--- src/rtl/spi9_pkg.sv ---
package spi9_pkg;
  localparam int BYTE_W   = 8;
  localparam int WORD_W   = BYTE_W + 1;
  localparam int MAX_DATA = 2;
  localparam int FRAME_W  = WORD_W * (1 + MAX_DATA);

  typedef enum logic [1:0] {
    ST_IDLE  = 2'd0,
    ST_SETUP = 2'd1,
    ST_SHIFT = 2'd2,
    ST_HOLD  = 2'd3
  } spi9_state_e;
endpackage

--- src/rtl/spi9_tick.sv ---
module spi9_tick #(
  parameter int HALF_DIV = 4
) (
  input  logic clk,
  input  logic rst,
  input  logic run,
  output logic tick
);
  localparam int CW = $clog2(HALF_DIV + 1);
  localparam logic [CW-1:0] LAST = CW'(HALF_DIV - 1);

  logic [CW-1:0] cnt;

  always_ff @(posedge clk) begin
    if (rst || !run) cnt <= '0;
    else if (cnt == LAST) cnt <= '0;
    else cnt <= cnt + 1'b1;
  end

  assign tick = run && (cnt == LAST);

  assert_cnt_range_R6: assert property (@(posedge clk) disable iff (rst)
    cnt <= LAST);
endmodule

--- src/rtl/spi9_shifter.sv ---
module spi9_shifter #(
  parameter int W = 27
) (
  input  logic         clk,
  input  logic         rst,
  input  logic         load,
  input  logic         shift,
  input  logic [W-1:0] load_val,
  output logic         msb
);
  logic [W-1:0] sr;

  always_ff @(posedge clk) begin
    if (rst) sr <= '0;
    else if (load) sr <= load_val;
    else if (shift) sr <= {sr[W-2:0], 1'b0};
  end

  assign msb = sr[W-1];
endmodule

--- src/rtl/spi9_frame_ctl.sv ---
module spi9_frame_ctl
  import spi9_pkg::*;
#(
  parameter int FW = FRAME_W
) (
  input  logic       clk,
  input  logic       rst,
  input  logic       start,
  input  logic [1:0] nwords,
  input  logic       tick,
  input  logic       serial_bit,
  output logic       load,
  output logic       shift,
  output logic       busy,
  output logic       sck,
  output logic       mosi,
  output logic       cs_n,
  output logic       done
);
  localparam int BCW = $clog2(FW);

  spi9_state_e    state;
  logic           ph_low;
  logic [BCW-1:0] bits_left;

  assign load  = (state == ST_IDLE) && start;
  assign shift = (state == ST_SHIFT) && tick && ph_low;

  always_ff @(posedge clk) begin
    if (rst) begin
      state     <= ST_IDLE;
      ph_low    <= 1'b0;
      bits_left <= '0;
      busy      <= 1'b0;
      sck       <= 1'b1;
      mosi      <= 1'b0;
      cs_n      <= 1'b1;
      done      <= 1'b0;
    end else begin
      done <= 1'b0;
      case (state)
        ST_IDLE: if (start) begin
          state     <= ST_SETUP;
          busy      <= 1'b1;
          cs_n      <= 1'b0;
          bits_left <= BCW'(WORD_W * int'(nwords) - 1);
        end
        ST_SETUP: if (tick) begin
          state  <= ST_SHIFT;
          sck    <= 1'b0;
          mosi   <= serial_bit;
          ph_low <= 1'b1;
        end
        ST_SHIFT: if (tick) begin
          if (ph_low) begin
            sck <= 1'b1;
            if (bits_left == '0) state <= ST_HOLD;
            else begin
              bits_left <= bits_left - 1'b1;
              ph_low    <= 1'b0;
            end
          end else begin
            sck    <= 1'b0;
            mosi   <= serial_bit;
            ph_low <= 1'b1;
          end
        end
        ST_HOLD: if (tick) begin
          state  <= ST_IDLE;
          ph_low <= 1'b0;
          cs_n   <= 1'b1;
          busy   <= 1'b0;
          done   <= 1'b1;
        end
        default: state <= ST_IDLE;
      endcase
    end
  end

  assert_sck_idle_R4: assert property (@(posedge clk) disable iff (rst)
    cs_n |-> sck);
  assert_mosi_on_fall_R4: assert property (@(posedge clk) disable iff (rst)
    $changed(mosi) |-> $fell(sck));
  assert_done_single_R8: assert property (@(posedge clk) disable iff (rst)
    done |=> !done);
  assert_done_with_cs_R8: assert property (@(posedge clk) disable iff (rst)
    $rose(cs_n) |-> done);
  assert_idle_cs_R5: assert property (@(posedge clk) disable iff (rst)
    !busy |-> cs_n);
endmodule

--- src/rtl/spi9_writer.sv ---
module spi9_writer
  import spi9_pkg::*;
#(
  parameter int HALF_DIV = 4
) (
  input  logic        clk,
  input  logic        rst,
  input  logic        start_i,
  input  logic [7:0]  addr_i,
  input  logic [15:0] data_i,
  input  logic [1:0]  nbytes_i,
  output logic        busy_o,
  output logic        done_o,
  output logic        sck_o,
  output logic        mosi_o,
  output logic        cs_n_o
);
  logic [FRAME_W-1:0] frame;
  logic [1:0]         nwords;
  logic [WORD_W-1:0]  cmd_word, hi_word, lo_word;
  logic               tick, load, shift, serial_bit;

  assign cmd_word = {1'b0, addr_i};
  assign hi_word  = {1'b1, data_i[2*BYTE_W-1:BYTE_W]};
  assign lo_word  = {1'b1, data_i[BYTE_W-1:0]};

  always_comb begin
    case (nbytes_i)
      2'd0: begin
        nwords = 2'd1;
        frame  = {cmd_word, {(2*WORD_W){1'b0}}};
      end
      2'd1: begin
        nwords = 2'd2;
        frame  = {cmd_word, lo_word, {WORD_W{1'b0}}};
      end
      default: begin
        nwords = 2'd3;
        frame  = {cmd_word, hi_word, lo_word};
      end
    endcase
  end

  spi9_tick #(.HALF_DIV(HALF_DIV)) u_tick (
    .clk(clk), .rst(rst), .run(busy_o), .tick(tick)
  );

  spi9_shifter #(.W(FRAME_W)) u_shift (
    .clk(clk), .rst(rst), .load(load), .shift(shift),
    .load_val(frame), .msb(serial_bit)
  );

  spi9_frame_ctl #(.FW(FRAME_W)) u_ctl (
    .clk(clk), .rst(rst), .start(start_i), .nwords(nwords),
    .tick(tick), .serial_bit(serial_bit), .load(load), .shift(shift),
    .busy(busy_o), .sck(sck_o), .mosi(mosi_o), .cs_n(cs_n_o), .done(done_o)
  );

  assert_busy_after_start_R8: assert property (@(posedge clk) disable iff (rst)
    (!busy_o && start_i) |=> busy_o);
endmodule

--- config.mk ---
export PLATFORM = sky130hd
export DESIGN_NAME = spi9_writer
export DESIGN_NICKNAME = d
export VERILOG_FILES = /design/src/rtl/spi9_pkg.sv /design/src/rtl/spi9_tick.sv /design/src/rtl/spi9_shifter.sv /design/src/rtl/spi9_frame_ctl.sv /design/src/rtl/spi9_writer.sv
export SDC_FILE = /design/constraint.sdc
export NUM_CORES = 1
export LEC_CHECK = 0
export CELL_PAD_IN_SITES_DETAIL_PLACEMENT = 2
export CELL_PAD_IN_SITES_GLOBAL_PLACEMENT = 2
export CORE_ASPECT_RATIO = 1.25
export CORE_UTILIZATION = 34
export CTS_CLUSTER_SIZE = 28
export DETAILED_ROUTE_END_ITERATION = 8
export HOLD_SLACK_MARGIN = 0.03
export MAX_ROUTING_LAYER = met4
export PLACE_DENSITY_LB_ADDON = 0.1
export SLEW_MARGIN = 10
export SYNTH_ARGS = -nofsm -noshare
export SYNTH_HDL_FRONTEND = slang
export SYNTH_HIERARCHICAL = 1
export SYNTH_SLANG_ARGS = --single-unit
export TNS_END_PERCENT = 20
--- constraint.sdc ---
create_clock -name clk -period 2.4 [get_ports clk]
set_input_delay 0.24 -clock clk [delete_from_list [all_inputs] [get_ports clk]]
set_output_delay 0.24 -clock clk [all_outputs]
set_load 0.05 [all_outputs]
Word-level counts from Yosys, hierarchy flattened

Cells that the tools add are included.

Input port bits: 29
Bits in writable memories: 0
Register bits after elaboration: 43
Bits in read-only memories: 0
Logic and storage cells: 84
Bits in latches: 0
Memories kept: 0

Reductions and logical operators: 22
Shifts and indexed selects: 0
Equal/unequal tests: 13
$add $sub $neg: 3
Div/mod/pow operators: 0
$lt $le $gt $ge: 0
Mux-type cells: 34
Bitwise logic cells: 1
Multipliers: 1

Operators with widths:

| kind                                                  | count |
|---|---|
| 2-to-1 mux 27 bit                                     | 2 |
| one-hot mux 18 bit (2 select lines)                   | 1 |
| 2-to-1 mux 5 bit                                      | 4 |
| 2-to-1 mux 1 bit                                      | 13 |
| 2-to-1 mux 2 bit                                      | 6 |
| one-hot mux 5 bit (2 select lines)                    | 1 |
| inequality test 2 x 1 -> 1 bit, second input constant | 4 |
| inequality test 2 bit, second input constant          | 4 |
| one-hot mux 1 bit (2 select lines)                    | 4 |
| one-hot mux 2 bit (4 select lines)                    | 1 |
| AND reduction 4 bit                                   | 2 |
| nonzero test 2 bit                                    | 4 |
| AND reduction 3 bit                                   | 2 |
| AND reduction 6 bit                                   | 1 |
| zero test 5 bit                                       | 1 |
| multiplier 4 x 2 -> 5 bit, first input constant       | 1 |
| AND reduction 5 bit                                   | 1 |
| subtractor 5 x 1 -> 5 bit, second input constant      | 1 |
| subtractor 5 x 2 -> 5 bit, second input constant      | 1 |
| equality test 2 x 1 -> 1 bit, second input constant   | 2 |
| equality test 2 bit, second input constant            | 2 |
| logical AND 1 bit                                     | 4 |
| zero test 2 bit                                       | 2 |
| one-hot mux 2 bit (2 select lines)                    | 1 |
| 8 further kinds                                       | 9 |

Logic depth before layout (Yosys ltp)

Gate-level depths: netlist (run 1).

Word-level depth: 6
Mapped depth: 10
Depth with buffers taken out: 8

Hierarchy

Netlist (run 1), hierarchy kept.

By module, submodules not included:

| module         | area an instance (µm²) | instances | cells an instance | sequential area each (µm²) |
|---|---|---|---|---|
| spi9_shifter   | 1276.2                 | 1         | 120               | 540.5 |
| spi9_frame_ctl | 832.0                  | 1         | 99                | 260.2 |
| spi9_writer    | 181.4                  | 1         | 24                | 0.0 |
| spi9_tick      | 126.4                  | 1         | 10                | 60.1 |

Worst setup path before layout (run 1)

No wires, ideal clock.

Path kind: reg2reg
From: register u_ctl.busy
To: register u_shift.sr[12]
Setup slack: 0.510 ns
Setup time: 0.135 ns
Arrival time: 1.755 ns
Clock period less this slack: 1.890 ns
Stages on the path, launching flop included: 7
Data required time: 2.265 ns
Cell sequence: dfxtp_1 and2_2 and3_1 buf_6 buf_12 mux2i_1 a211oi_2

Cells in the longest elaborated chain, start to end: 4

RTL lines:

| what                                | line                 | RTL |
|---|---|---|
| start: declaration                  | spi9_frame_ctl.sv:14 | `output logic busy,` |
| start signal: assignment            | spi9_frame_ctl.sv:34 | `busy <= 1'b0;` |
| start signal: assignment            | spi9_frame_ctl.sv:44 | `busy <= 1'b1;` |
| start signal: assignment            | spi9_frame_ctl.sv:72 | `busy <= 1'b0;` |
| logical AND 1 bit                   | spi9_tick.sv:20      | `assign tick = run && (cnt == LAST);` |
| via tick                            | spi9_writer.sv:21    | `logic tick, load, shift, serial_bit;` |
| logical AND 1 bit (2 in series)     | spi9_frame_ctl.sv:27 | `assign shift = (state == ST_SHIFT) && tick && ph_low;` |
| via shift                           | spi9_writer.sv:21    |  |
| nonzero test 2 bit (no source line) | --                   |  |
| end signal: assignment              | spi9_shifter.sv:15   | `else if (load) sr <= load_val;` |
| end signal: assignment              | spi9_shifter.sv:16   | `else if (shift) sr <= {sr[W-2:0], 1'b0};` |
| end: declaration                    | spi9_shifter.sv:11   | `logic [W-1:0] sr;` |

The timed path passes the listed nets, and every way through them passes these cells.
A chain may end at the register's enable or synchronous reset.

Final worst setup path (run 1)

From: register u_tick.cnt[0]
To: register u_ctl.bits_left[0]

Cells in the longest elaborated chain, start to end: 4

RTL lines:

| what                                            | line                 | RTL |
|---|---|---|
| start: declaration                              | spi9_tick.sv:12      | `logic [CW-1:0] cnt;` |
| start signal: assignment                        | spi9_tick.sv:17      | `else cnt <= cnt + 1'b1;` |
| equality test 3 x 2 -> 1 bit                    | spi9_tick.sv:20      |  |
| logical AND 1 bit                               | spi9_tick.sv:20      |  |
| via tick                                        | spi9_writer.sv:21    |  |
| inequality test 2 x 1 -> 1 bit (no source line) | --                   |  |
| AND reduction 5 bit (no source line)            | --                   |  |
| end signal: assignment                          | spi9_frame_ctl.sv:46 | `bits_left <= BCW'(WORD_W * int'(nwords) - 1);` |
| end signal: assignment                          | spi9_frame_ctl.sv:59 | `bits_left <= bits_left - 1'b1;` |
| end: declaration                                | spi9_frame_ctl.sv:24 | `logic [BCW-1:0] bits_left;` |

The timed path passes the listed nets, and every way through them passes these cells.

==> summary.md, run 1 <==
| Metric | Value |
|---|---|
| Internal Power | 1.67 mW |
| Placer congestion estimate | 0.742 |
| Hold depth | 1 |
| Final min period | 2.07 ns |
| Starting Density | 34.8% |
| CP Class | reg -> reg |
| Most used DFF post-synth | dfxtp_1 |
| Later-pin clock latency in the skew report | 0.30 ns |
| CP Cell Sequence | ha_1 > ha_1 > and2_2 > and3_1 > buf_12 > o21a_1 > nand2_1 > a32o_1 |
| Flop2flop setup slack | 0.33 ns |
| Iteration-0 DRC Markers | 24 |
| Max-slew headroom | 65.3% |
| Fin util | 41.9% |
| Fmax | 0.482 GHz |
| Cell accounting for the most synthesized area | dfxtp_1 |
| Most used cell, CP | ha_1 |
| Met2 routed wirelength | 2990 um |
| Clk sinks | 43 |
| Ys Warns | 6 |
| FF+latch count, synth | 43 |
| Met3 WL | 117 um |
| Gr usage total | 17.3% |
| Final Slew Violations | 0 |
| Routed wire length | 5840 um |
| Post-DRT Antenna Nets | 0 |
| Routed len/inst | 15.7 um |
| Overall Power | 2.61 mW |
| Worst R2R Path Depth | 8 |
| Top area cells in the synthesized netlist | dfxtp_1, mux2i_1, a211oi_1 |
| Port buffer count | 33 |
| Htree depth | 2 |
| Setup TNS Final | 0 ns |
| Vias in the first global route | 1962 |
| Final Cycle Share | 86.4% |
| Comb power frac | 39.8% |
| Max stage delay cell, worst path | dfxtp_1 |
| Critical path data arrival time | 2.27 ns |
| Final hold viol count | 0 |
| Hpwl dp | 4320 um |
| LEAKAGE | 1.05 nW |
| RR Endpoint | u_ctl/bits_left[0] |
| Most numerous cell in the Yosys netlist | dfxtp_1 |
| Initial antenna violation count | 0 |
| Net Sw Frac | 35.9% |
| Synth cell count leaders | dfxtp_1, nor2b_1, mux2i_1, a211oi_1, inv_1 |
| CP Launch Type | register |
| Hold-fix buffer count after cts | 0 |
| Post-synthesis async set-or-reset flop share | 0% |
| Setup Fix Bufs, Post-CTS | 0 |
| RSZ-0062 raised after global routing | no |
| Clock edge transition at the registers on the reported setup and hold paths | 0.08 ns |
| Worst-Margin Slew | 0.520 ns |
| Drt drc | 0 |
| Global-route wire length before repair | 9690 um |
| Area share of the leading cell type in the synthesized netlist | 35.6% |
| I/O pins | 34 |
| Status | complete, no violations |
| Power Density | 897 mW/mm^2 |
| Highest layer used for signal routing | met4 |
| Synth Instances | 253 |
| Fraction of layout cells with a size suffix above 1 | 8.51% |
| Die width | 77.4 um |
| CP Buf/Inv Count | 1 |
| Syn Nets | 293 |
| CTS buffer count | 5 |
| Clk pwr share | 21.7% |
| Core area | 0.00693 sq mm |
| Die ar. | 0.00745 sq mm |
| Setup violators final | 0 |
| Net Sw Power | 0.936 mW |
| Nets | 322 |
| ANT cells | 0 |
| Fillcell total | 770 |
| Deepest clock path buffer count | 2 |
| Library cells used by synthesis | 46 |
| Syn Area/Cell | 9.55 sq um |
| Die H | 96.3 um |
| Delay of the slowest critical-path stage | 0.34 ns |
| Synthesized cell area | 0.00242 sq mm |
| Via/cell ratio | 5.23 |
| CP delay by family, top | simple AND/OR/NAND/NOR gates |
| WHS Endpoint | u_tick/cnt[0] |
| Row count | 34 |
| Flop pwr share | 38.5% |
| Via count | 1944 |
| Worst Hold Class | reg -> reg |
| MaxCap Viol Count | 0 |
| VDD IR max | 0.245 mV |
| Worst Skew | 0.00373 ns |
| Worst Path Max Fanout | 29 |
| Seq/Total Area, Yosys | 35.6% |
| CTS tree | built |
| Post-synth EDFFs | 0 |
| Area Growth Syn to Fin | 20.2% |
| Kind of end point of the critical path | register |
| DRT met1 WL | 2650 um |
| Required @ worst endpoint | 2.59 ns |
| # resized after CTS | 0 |
| CTS root buffer | clkbuf_8 |
| Pin count of the biggest net entering global routing | 30 |
| FF-to-FF Start | u_tick/cnt[0] |
| Grt ovf | 0 |
| First-pass iteration count of the detailed router | 4 |
| Hold Crit Start | u_tick/cnt[0] |
registers in the layout, summed over array words and instances (netlist names):
signal / cells
u_ctl/ph_low: 1
u_ctl/done: 1
u_ctl/cs_n: 1
u_ctl/busy: 1
u_ctl/sck: 1
u_ctl/mosi: 1
u_shift/sr: 27
u_ctl/state: 2
u_ctl/bits_left: 5
u_tick/cnt: 3
worst max-delay path by stage:
stage / startpoint / to / slack [ns] / depth (start not counted)
CTS: u_tick/cnt[0] / u_ctl/bits_left[0] / 0.30 / 8
global placement: u_tick/cnt[0] / u_ctl/bits_left[0] / 0.42 / 8
detailed placement: u_tick/cnt[0] / u_ctl/bits_left[0] / 0.33 / 8
finish: u_tick/cnt[0] / u_ctl/bits_left[0] / 0.33 / 8
floorplan: u_ctl/busy / u_shift/sr[12] / 0.51 / 6
global route: u_tick/cnt[0] / u_ctl/bits_left[0] / 0.16 / 8
per-layer routing:
layer / global-route usage, % / vias to the layer above
met4: 5.66 / 0
met1: 20.1 / 955
met2: 30.8 / 26
li1: - / 957
met5: - / -
met3: 2.56 / 6
power by group through the flow:
stage                     Sequential (mW)  Clock [mW]  Combinational [mW]
after global placement               1.02           0                1.02
after global routing                 1.03       0.613                1.15
after detailed placement             1.02           0                1.04
after floorplan                      1.01           0               0.755
final                                1.00       0.565                1.04
after CTS                            1.01       0.583                1.05
area by class of cell:
| type | count | area (sq um) | share of cell area [%] |
|---|---|---|---|
| Clock buffer | 5 | 68.8 | 2.37 |
| Timing Repair Buffer | 40 | 408 | 14.0 |
| Clock inverter | 2 | 37.5 | 1.29 |
| Multi-Input combinational cell | 175 | 1350 | 46.6 |
| Inverter | 17 | 63.8 | 2.20 |
| Sequential cell | 43 | 861 | 29.6 |
| Tap cell | 90 | 113 | 3.88 |
layout by cell type (no fill, tap or decap), types with 5 or more instances in the layout:
| cell | Yosys | layout |
|---|---|---|
| mux2i_1 | 28 | 28 |
| nor2b_1 | 30 | 30 |
| o21ai_0 | 8 | 8 |
| a211oi_1 | 25 | 25 |
| and2_1 | 8 | 8 |
| nor2_1 | 5 | 5 |
| clkbuf_8 | 0 | 5 |
| inv_1 | 16 | 16 |
| a22o_1 | 8 | 8 |
| clkdlybuf4s50_1 | 0 | 33 |
| buf_4 | 1 | 5 |
| a21oi_1 | 11 | 11 |
| ha_1 | 11 | 11 |
| nand2_1 | 6 | 6 |
| dfxtp_1 | 43 | 43 |
logic make-up after synthesis:
logic type | after synthesis | synth area share, %
compound gates | 67 | 20.9
simple gates | 68 | 17.7
mux | 28 | 11.6
buf+inv | 35 | 8.39
flops | 43 | 35.6
other cells | 1 | 0.155
fa+ha+maj | 11 | 5.70
stage by stage:
stage / hold WS, ns / worst slack [ns] / instance area (sq um) / instances
after detailed placement: 0.427 / 0.328 / 2800 / 365
final: 0.432 / 0.327 / 2900 / 372
after floorplan: 0.317 / 0.510 / 2420 / 253
after global routing: 0.450 / 0.156 / 2900 / 372
after CTS: 0.440 / 0.303 / 2900 / 372
after global placement: 0.416 / 0.417 / 2800 / 365
(Power assumes the default switching activity.)
==> inputs of run 2 (changes only) <==
--- a/config.mk
+++ b/config.mk
@@ -7,13 +7,14 @@
 export LEC_CHECK = 0
 export CELL_PAD_IN_SITES_DETAIL_PLACEMENT = 2
 export CELL_PAD_IN_SITES_GLOBAL_PLACEMENT = 2
-export CORE_ASPECT_RATIO = 1.25
+export CORE_ASPECT_RATIO = 1.4
 export CORE_UTILIZATION = 34
 export CTS_CLUSTER_SIZE = 28
 export DETAILED_ROUTE_END_ITERATION = 8
 export HOLD_SLACK_MARGIN = 0.03
 export MAX_ROUTING_LAYER = met4
 export PLACE_DENSITY_LB_ADDON = 0.1
+export REMOVE_ABC_BUFFERS = 1
 export SLEW_MARGIN = 10
 export SYNTH_ARGS = -nofsm -noshare
 export SYNTH_HDL_FRONTEND = slang
==> run 2 against run 1 <==
  * Routed wire length up 0.91%
  * Highest routed layer unchanged
  * Register-to-register slack about the same
  * Count of clock-buffer cells in the layout up 2
  * Largest power group unchanged
==> summary.md, run 2 (synthesized netlist as in run 1, its figures left out) <==
| Metric | Value |
|---|---|
| First-pass iteration count of the detailed router | 3 (-1) |
| CP Class | reg -> reg |
| Placed Cells | 370 (+1.4%) |
| Area Growth Syn to Fin | 18.9% |
| Fin cells | 378 (+1.6%) |
| Final Slew Violations | 0 (unchanged) |
| Htree depth | 2 (unchanged) |
| Required @ worst endpoint | 2.59 ns (about the same) |
| MaxCap Viol Count | 0 (unchanged) |
| CTS tree | built |
| Final Cycle Share | 86.5% (+0.094 points) |
| Worst-Margin Slew | 0.523 ns (+0.00326 ns) |
| Pin count of the biggest net entering global routing | 30 (unchanged) |
| Status | complete, no violations |
| Net Sw Power | 0.914 mW (-2.3%) |
| Fraction of layout cells with a size suffix above 1 | 8.13% (-0.38 points) |
| Commonest non-fill, non-tap cell in the layout | dfxtp_1 |
| CTS root buffer | clkbuf_8 |
| Setup Fix Bufs, Post-CTS | 0 (unchanged) |
| Kind of end point of the critical path | register |
| Global-route wire length before repair | 9900 um (+2.1%) |
| Worst Hold Class | reg -> reg |
| Hold-fix buffer count after cts | 0 (unchanged) |
| Final min period | 2.08 ns (+0.00225 ns) |
| CP Launch Type | register |
| I/O pins | 34 (unchanged) |
| Deepest clock path buffer count | 2 (unchanged) |
| Die H | 102 um (+5.7%) |
| Net Sw Frac | 36.9% (+1.0 points) |
| Clk pwr share | 18.2% (-3.5 points) |
| Setup WS post-layout | 0.325 ns (-0.00225 ns) |
| Setup violators final | 0 (unchanged) |
| Final instance area | 0.00287 sq mm (-1.1%) |
| VDD IR max | 0.279 mV (+14%) |
| Final hold viol count | 0 (unchanged) |
| Hpwl dp | 4370 um (+1.1%) |
| Post-DRT Antenna Nets | 0 (unchanged) |
| Routed len/inst | 15.6 um (-0.69%) |
| Largest register FFs | 27 (unchanged) |
| Post-Place Setup Slack | 0.309 ns (-0.0196 ns) |
| Gr usage total | 17.9% (+0.54 points) |
| Drt drc | 0 (unchanged) |
| Vias in the first global route | 2089 (+6.5%) |
| Placer congestion estimate | 0.716 (-3.5%) |
| LEAKAGE | 1.03 nW (-1.2%) |
| Iteration-0 DRC Markers | 38 (+58%) |
| Max-slew headroom | 64.8% (-0.54 points) |
| Top Registers | u_shift/sr (27), u_ctl/bits_left (5), u_tick/cnt (3) |
| Fin util | 41.4% (-0.47 points) |
| Port buffer count | 33 (unchanged) |
| Worst Skew | 0.00947 ns (+0.00574 ns) |
| Power Density | 862 mW/mm^2 (-3.9%) |
| Initial antenna violation count | 0 (unchanged) |
| Area after DPL | 0.00279 sq mm (-0.22%) |
| Die width | 73.2 um (-5.4%) |
| RSZ-0062 raised after global routing | no |
| # resized after CTS | 0 (unchanged) |
| Nets | 322 (unchanged) |
| Internal Power | 1.56 mW (-6.5%) |
| CTS buffer count | 5 (unchanged) |
| Flop pwr share | 40.5% (+2.0 points) |
| Clk sinks | 43 (unchanged) |
| Die ar. | 0.00745 sq mm (about the same) |
| Via count | 1931 (-0.67%) |
| Routed wire length | 5900 um (+0.91%) |
| Largest Register | u_shift/sr |
| Grt ovf | 0 (unchanged) |
| Row count | 36 (+5.9%) |
| Clock edge transition at the registers on the reported setup and hold paths | 0.08 ns (about the same) |
| Fmax | 0.482 GHz (-0.11%) |
| Core area | 0.00694 sq mm (about the same) |
| Fillcell total | 811 (+5.3%) |
| Comb power frac | 41.2% (+1.4 points) |
| Worst Path Max Fanout | 29 (unchanged) |
| Most frequent cells in the layout | dfxtp_1, clkdlybuf4s50_1, nor2b_1 |
| Via/cell ratio | 5.11 (-2.2%) |
| Critical path data arrival time | 2.27 ns (about the same) |
| Later-pin clock latency in the skew report | 0.29 ns (about the same) |
| ANT cells | 0 (unchanged) |
| Starting Density | 34.8% (about the same) |
==> run 2: worst paths after layout <==
kind | start | end | slack [ns] | cells past startpoint
setup / recovery | u_tick/cnt[0] | u_ctl/bits_left[0] | 0.32 | 8
hold / removal | u_tick/cnt[0] | u_tick/cnt[0] | 0.46 | 1
hold reg to reg | u_tick/cnt[0] | u_tick/cnt[0] | 0.46 | 1
setup reg to reg | u_tick/cnt[0] | u_ctl/bits_left[0] | 0.32 | 8
==> run 2: worst max-delay path: stages, from the launching register on <==
cell	delay, ns
dfxtp_1	0.35
ha_1	0.15
ha_1	0.21
and2_2	0.21
and3_1	0.23
buf_12	0.23
o21a_1	0.26
nand2_1	0.07
a32o_1	0.26
==> run 2: power by group through the flow <==
| stage | clock, mW | combinational [mW] | sequential (mW) |
|---|---|---|---|
| floorplan | 0 | 0.704 | 1.01 |
| global placement | 0 | 1.00 | 1.02 |
| detailed placement | 0 | 1.04 | 1.02 |
| CTS | 0.478 | 1.05 | 1.01 |
| global route | 0.501 | 1.15 | 1.02 |
| finish | 0.452 | 1.02 | 1.00 |
==> run 2: metrics by stage <==
stage	power [mW]	hold WS (ns)	setup TNS (ns)
after floorplan	1.71	0.305	-3.16
after global placement	2.02	0.414	0
after detailed placement	2.06	0.448	0
after CTS	2.53	0.459	0
after global routing	2.67	0.461	0
final	2.48	0.458	0
==> run 2: area by class of cell <==
type	instances	area, sq um	area share (%)
clock inverter	1	5.00	0.174
tap	95	119	4.14
timing repair buffer	40	395	13.8
sequential	43	861	30.0
multi-input combinational	175	1350	47.1
inverter	17	63.8	2.22
clock buffer	7	76.3	2.66
==> run 2: routing by layer <==
layer | GRT usage, % | wire, um
met1 | 19.5 | 2430
met2 | 32.7 | 3300
met3 | 3.28 | 130
met4 | 4.52 | 34
met5 | - | 0
==> inputs of run 3 (changes only) <==
--- a/config.mk
+++ b/config.mk
@@ -8,7 +8,7 @@
 export CELL_PAD_IN_SITES_DETAIL_PLACEMENT = 2
 export CELL_PAD_IN_SITES_GLOBAL_PLACEMENT = 2
 export CORE_ASPECT_RATIO = 1.4
-export CORE_UTILIZATION = 34
+export CORE_UTILIZATION = 32
 export CTS_CLUSTER_SIZE = 28
 export DETAILED_ROUTE_END_ITERATION = 8
 export HOLD_SLACK_MARGIN = 0.03
@@ -18,6 +18,5 @@
 export SLEW_MARGIN = 10
 export SYNTH_ARGS = -nofsm -noshare
 export SYNTH_HDL_FRONTEND = slang
-export SYNTH_HIERARCHICAL = 1
 export SYNTH_SLANG_ARGS = --single-unit
 export TNS_END_PERCENT = 20
==> run 3 against run 2 <==
  * Final cell count grew 1.9%
  * Sequential power is essentially flat
  * Synthesized cell count grew 4.7%
  * Via count grew 6.1%
  * Core utilization shrank 0.34 points
  * Sequential share of layout area grew 1.7 points
  * Routed wire length grew 6.3%
  * Global-route usage grew 1.0 points
  * Largest cell class unchanged
  * Largest power group unchanged
  * Highest routed layer unchanged
==> summary.md, run 3 <==
| Metric | Value |
|---|---|
| Fmax | 0.509 GHz (+5.7%) |
| Starting Density | 33.4% (-1.4 points) |
| Routed wire length | 6270 um (+6.3%) |
| Row count | 35 (-2.8%) |
| Final Slew Violations | 0 (unchanged) |
| Status | complete, no violations |
| # resized after CTS | 0 (unchanged) |
| Via count | 2048 (+6.1%) |
| Worst-Margin Slew | 0.634 ns (+0.111 ns) |
| Area share of the leading cell type in the synthesized netlist | 38.9% (+3.3 points) |
| Max-slew headroom | 57.6% (-7.2 points) |
| Most frequent cells in the layout | nand2_1, dfxtp_1, clkdlybuf4s50_1 |
| VDD IR max | 0.515 mV (+85%) |
| Gr usage total | 18.9% (+1.0 points) |
| Syn Area/Cell | 8.34 sq um (-13%) |
| Initial antenna violation count | 0 (unchanged) |
| CTS tree | built |
| Worst Skew | 0.00449 ns (-0.00498 ns) |
| Hold-fix buffer count after cts | 0 (unchanged) |
| Final hold viol count | 0 (unchanged) |
| CP Class | reg -> reg |
| Post-Place Setup Slack | 0.426 ns (+0.117 ns) |
| LEAKAGE | 0.955 nW (-7.6%) |
| Post-synth EDFFs | 0 (unchanged) |
| Final Cycle Share | 81.8% (-4.7 points) |
| Largest register FFs | 27 (unchanged) |
| Hold_ws | 0.425 ns (-0.0332 ns) |
| Nets | 331 (+2.8%) |
| Power Density | 997 mW/mm^2 (+16%) |
| Placer congestion estimate | 0.789 (+10%) |
| Hpwl dp | 4370 um (about the same) |
| Global-route wire length before repair | 10400 um (+5.5%) |
| Area Growth Syn to Fin | 22.9% |
| Ys Warns | 0 (-6) |
| Delay of the slowest critical-path stage | 0.54 ns (+0.19 ns) |
| Post-DRT Antenna Nets | 0 (unchanged) |
| Largest Register | u_shift.sr |
| Deepest clock path buffer count | 2 (unchanged) |
| Post-synthesis async set-or-reset flop share | 0% (unchanged) |
| Grt ovf | 0 (unchanged) |
| Max stage delay cell, worst path | or4b_4 |
| Most used DFF post-synth | dfxtp_1 |
| Die width | 72.3 um (-1.4%) |
| Worst Hold Class | reg -> reg |
| Most numerous cell in the Yosys netlist | nand2_1 |
| Htree depth | 2 (unchanged) |
| Commonest non-fill, non-tap cell in the layout | nand2_1 |
| Routed len/inst | 16.3 um (+4.3%) |
| CTS buffer count | 5 (unchanged) |
| First-pass iteration count of the detailed router | 4 (+1) |
| Via/cell ratio | 5.32 (+4.1%) |
| Overall Power | 2.71 mW (+9.4%) |
| Required @ worst endpoint | 2.59 ns (about the same) |
| Library cells used by synthesis | 44 (-4.3%) |
| MaxCap Viol Count | 0 (unchanged) |
| Pin count of the biggest net entering global routing | 53 (+77%) |
| Synth Instances | 265 (+4.7%) |
| Later-pin clock latency in the skew report | 0.30 ns (about the same) |
| Final instance area | 0.00272 sq mm (-5.4%) |
| Iteration-0 DRC Markers | 68 (+79%) |
| Clock edge transition at the registers on the reported setup and hold paths | 0.08 ns (about the same) |
| Setup Fix Bufs, Post-CTS | 0 (unchanged) |
| Top area cells in the synthesized netlist | dfxtp_1, nand2_1, a311oi_1 |
| Worst Path Max Fanout | 5 (-83%) |
| Final min period | 1.96 ns (-0.112 ns) |
| Synth cell count leaders | nand2_1, dfxtp_1, a311oi_1, nor2_1, a21oi_1 |
| Drt drc | 0 (unchanged) |
| I/O pins | 34 (unchanged) |
| Fraction of layout cells with a size suffix above 1 | 7.17% (-0.96 points) |
| Synthesized cell area | 0.00221 sq mm (-8.5%) |
| CP delay by family, top | simple AND/OR/NAND/NOR gates |
| Core area | 0.00661 sq mm (-4.7%) |
| Critical path data arrival time | 2.15 ns (-0.12 ns) |
| Clk sinks | 43 (unchanged) |
| Port buffer count | 33 (unchanged) |
| Setup WS post-layout | 0.437 ns (+0.112 ns) |
| Top Registers | u_shift.sr (27), u_ctl.bits_left (5), u_tick.cnt (3) |
| Setup violators final | 0 (unchanged) |
| Die ar. | 0.00725 sq mm (-2.7%) |
| ANT cells | 0 (unchanged) |
| CP Cell Sequence | inv_1 > ha_1 > or4b_4 > a21boi_0 > or2_2 > mux2_2 |
| CP Launch Type | register |
| Vias in the first global route | 2137 (+2.3%) |
| Seq/Total Area, Yosys | 38.9% (+3.3 points) |
| Cell accounting for the most synthesized area | dfxtp_1 |
| Area after DPL | 0.00261 sq mm (-6.4%) |
| Setup TNS Final | 0 ns (unchanged) |
| FF+latch count, synth | 43 (unchanged) |
| RSZ-0062 raised after global routing | no |
| Die H | 100 um (-1.4%) |
| Kind of end point of the critical path | register |
| CP Buf/Inv Count | 1 (unchanged) |
| CTS root buffer | clkbuf_8 |
==> run 3: cell count changes after synthesis, sizes merged, moves of 10 or more <==
cell    previous run  this run
nor2b             31         4
nor2               5        21
nand2              6        57
inv               17         7
a211oi            28         3
mux2i             28         2
a311oi             0        24
==> run 3: metrics by stage <==
| stage | util, % | cells |
|---|---|---|
| 2_1_floorplan | - | 244 |
| 3_3_place_gp | 39.5 | 378 |
| 3_5_place_dp | 39.5 | 378 |
| 4_1_cts | 41.1 | 385 |
| 5_1_grt | 41.1 | 385 |
| 6_report | 41.1 | 385 |
==> run 3: layout make-up <==
type                       instances  area, sq um
fill                             744         3900
multi-input combinational        194         1200
sequential                        43          861
timing repair buffer              42          410
tap                               92          115
clock buffer                       6         72.6
clock inverter                     1         30.0
inverter                           7         26.3
==> run 3: cells by family (layout without fill, tap and decap cells) <==
family | count (synthesis) | after routing | share of synthesized area (%)
buffers and inverters | 28 | 56 | 6.73
flip-flops | 43 | 43 | 38.9
AO/OA/AOI/OAI | 70 | 70 | 24.8
multiplexers | 3 | 3 | 1.41
adder cells (fa/ha/maj) | 9 | 9 | 5.09
AND/OR/NAND/NOR | 112 | 112 | 23.0
==> run 3: per-layer routing <==
layer / GRT usage (%) / part of all wire, %
met2: 32.6 / 50
met4: 4.52 / 1.1
met1: 22.3 / 46
met3: 3.71 / 3.1
met5: - / 0
==> run 3: worst paths after layout <==
path / end / start / slack [ns] / cells past startpoint
max: u_ctl.bits_left[1] / u_ctl.bits_left[0] / 0.44 / 6
max reg2reg: u_ctl.bits_left[1] / u_ctl.bits_left[0] / 0.44 / 6
min: u_tick.cnt[0] / u_tick.cnt[0] / 0.42 / 1
min reg2reg: u_tick.cnt[0] / u_tick.cnt[0] / 0.42 / 1
==> run 3: power breakdown <==
part | switching [mW] | leakage (nW) | internal [mW]
clock | 0.251 | 0.0513 | 0.305
combinational | 0.645 | 0.550 | 0.485
sequential | 0.120 | 0.354 | 0.901
total | 1.02 | 0.955 | 1.69
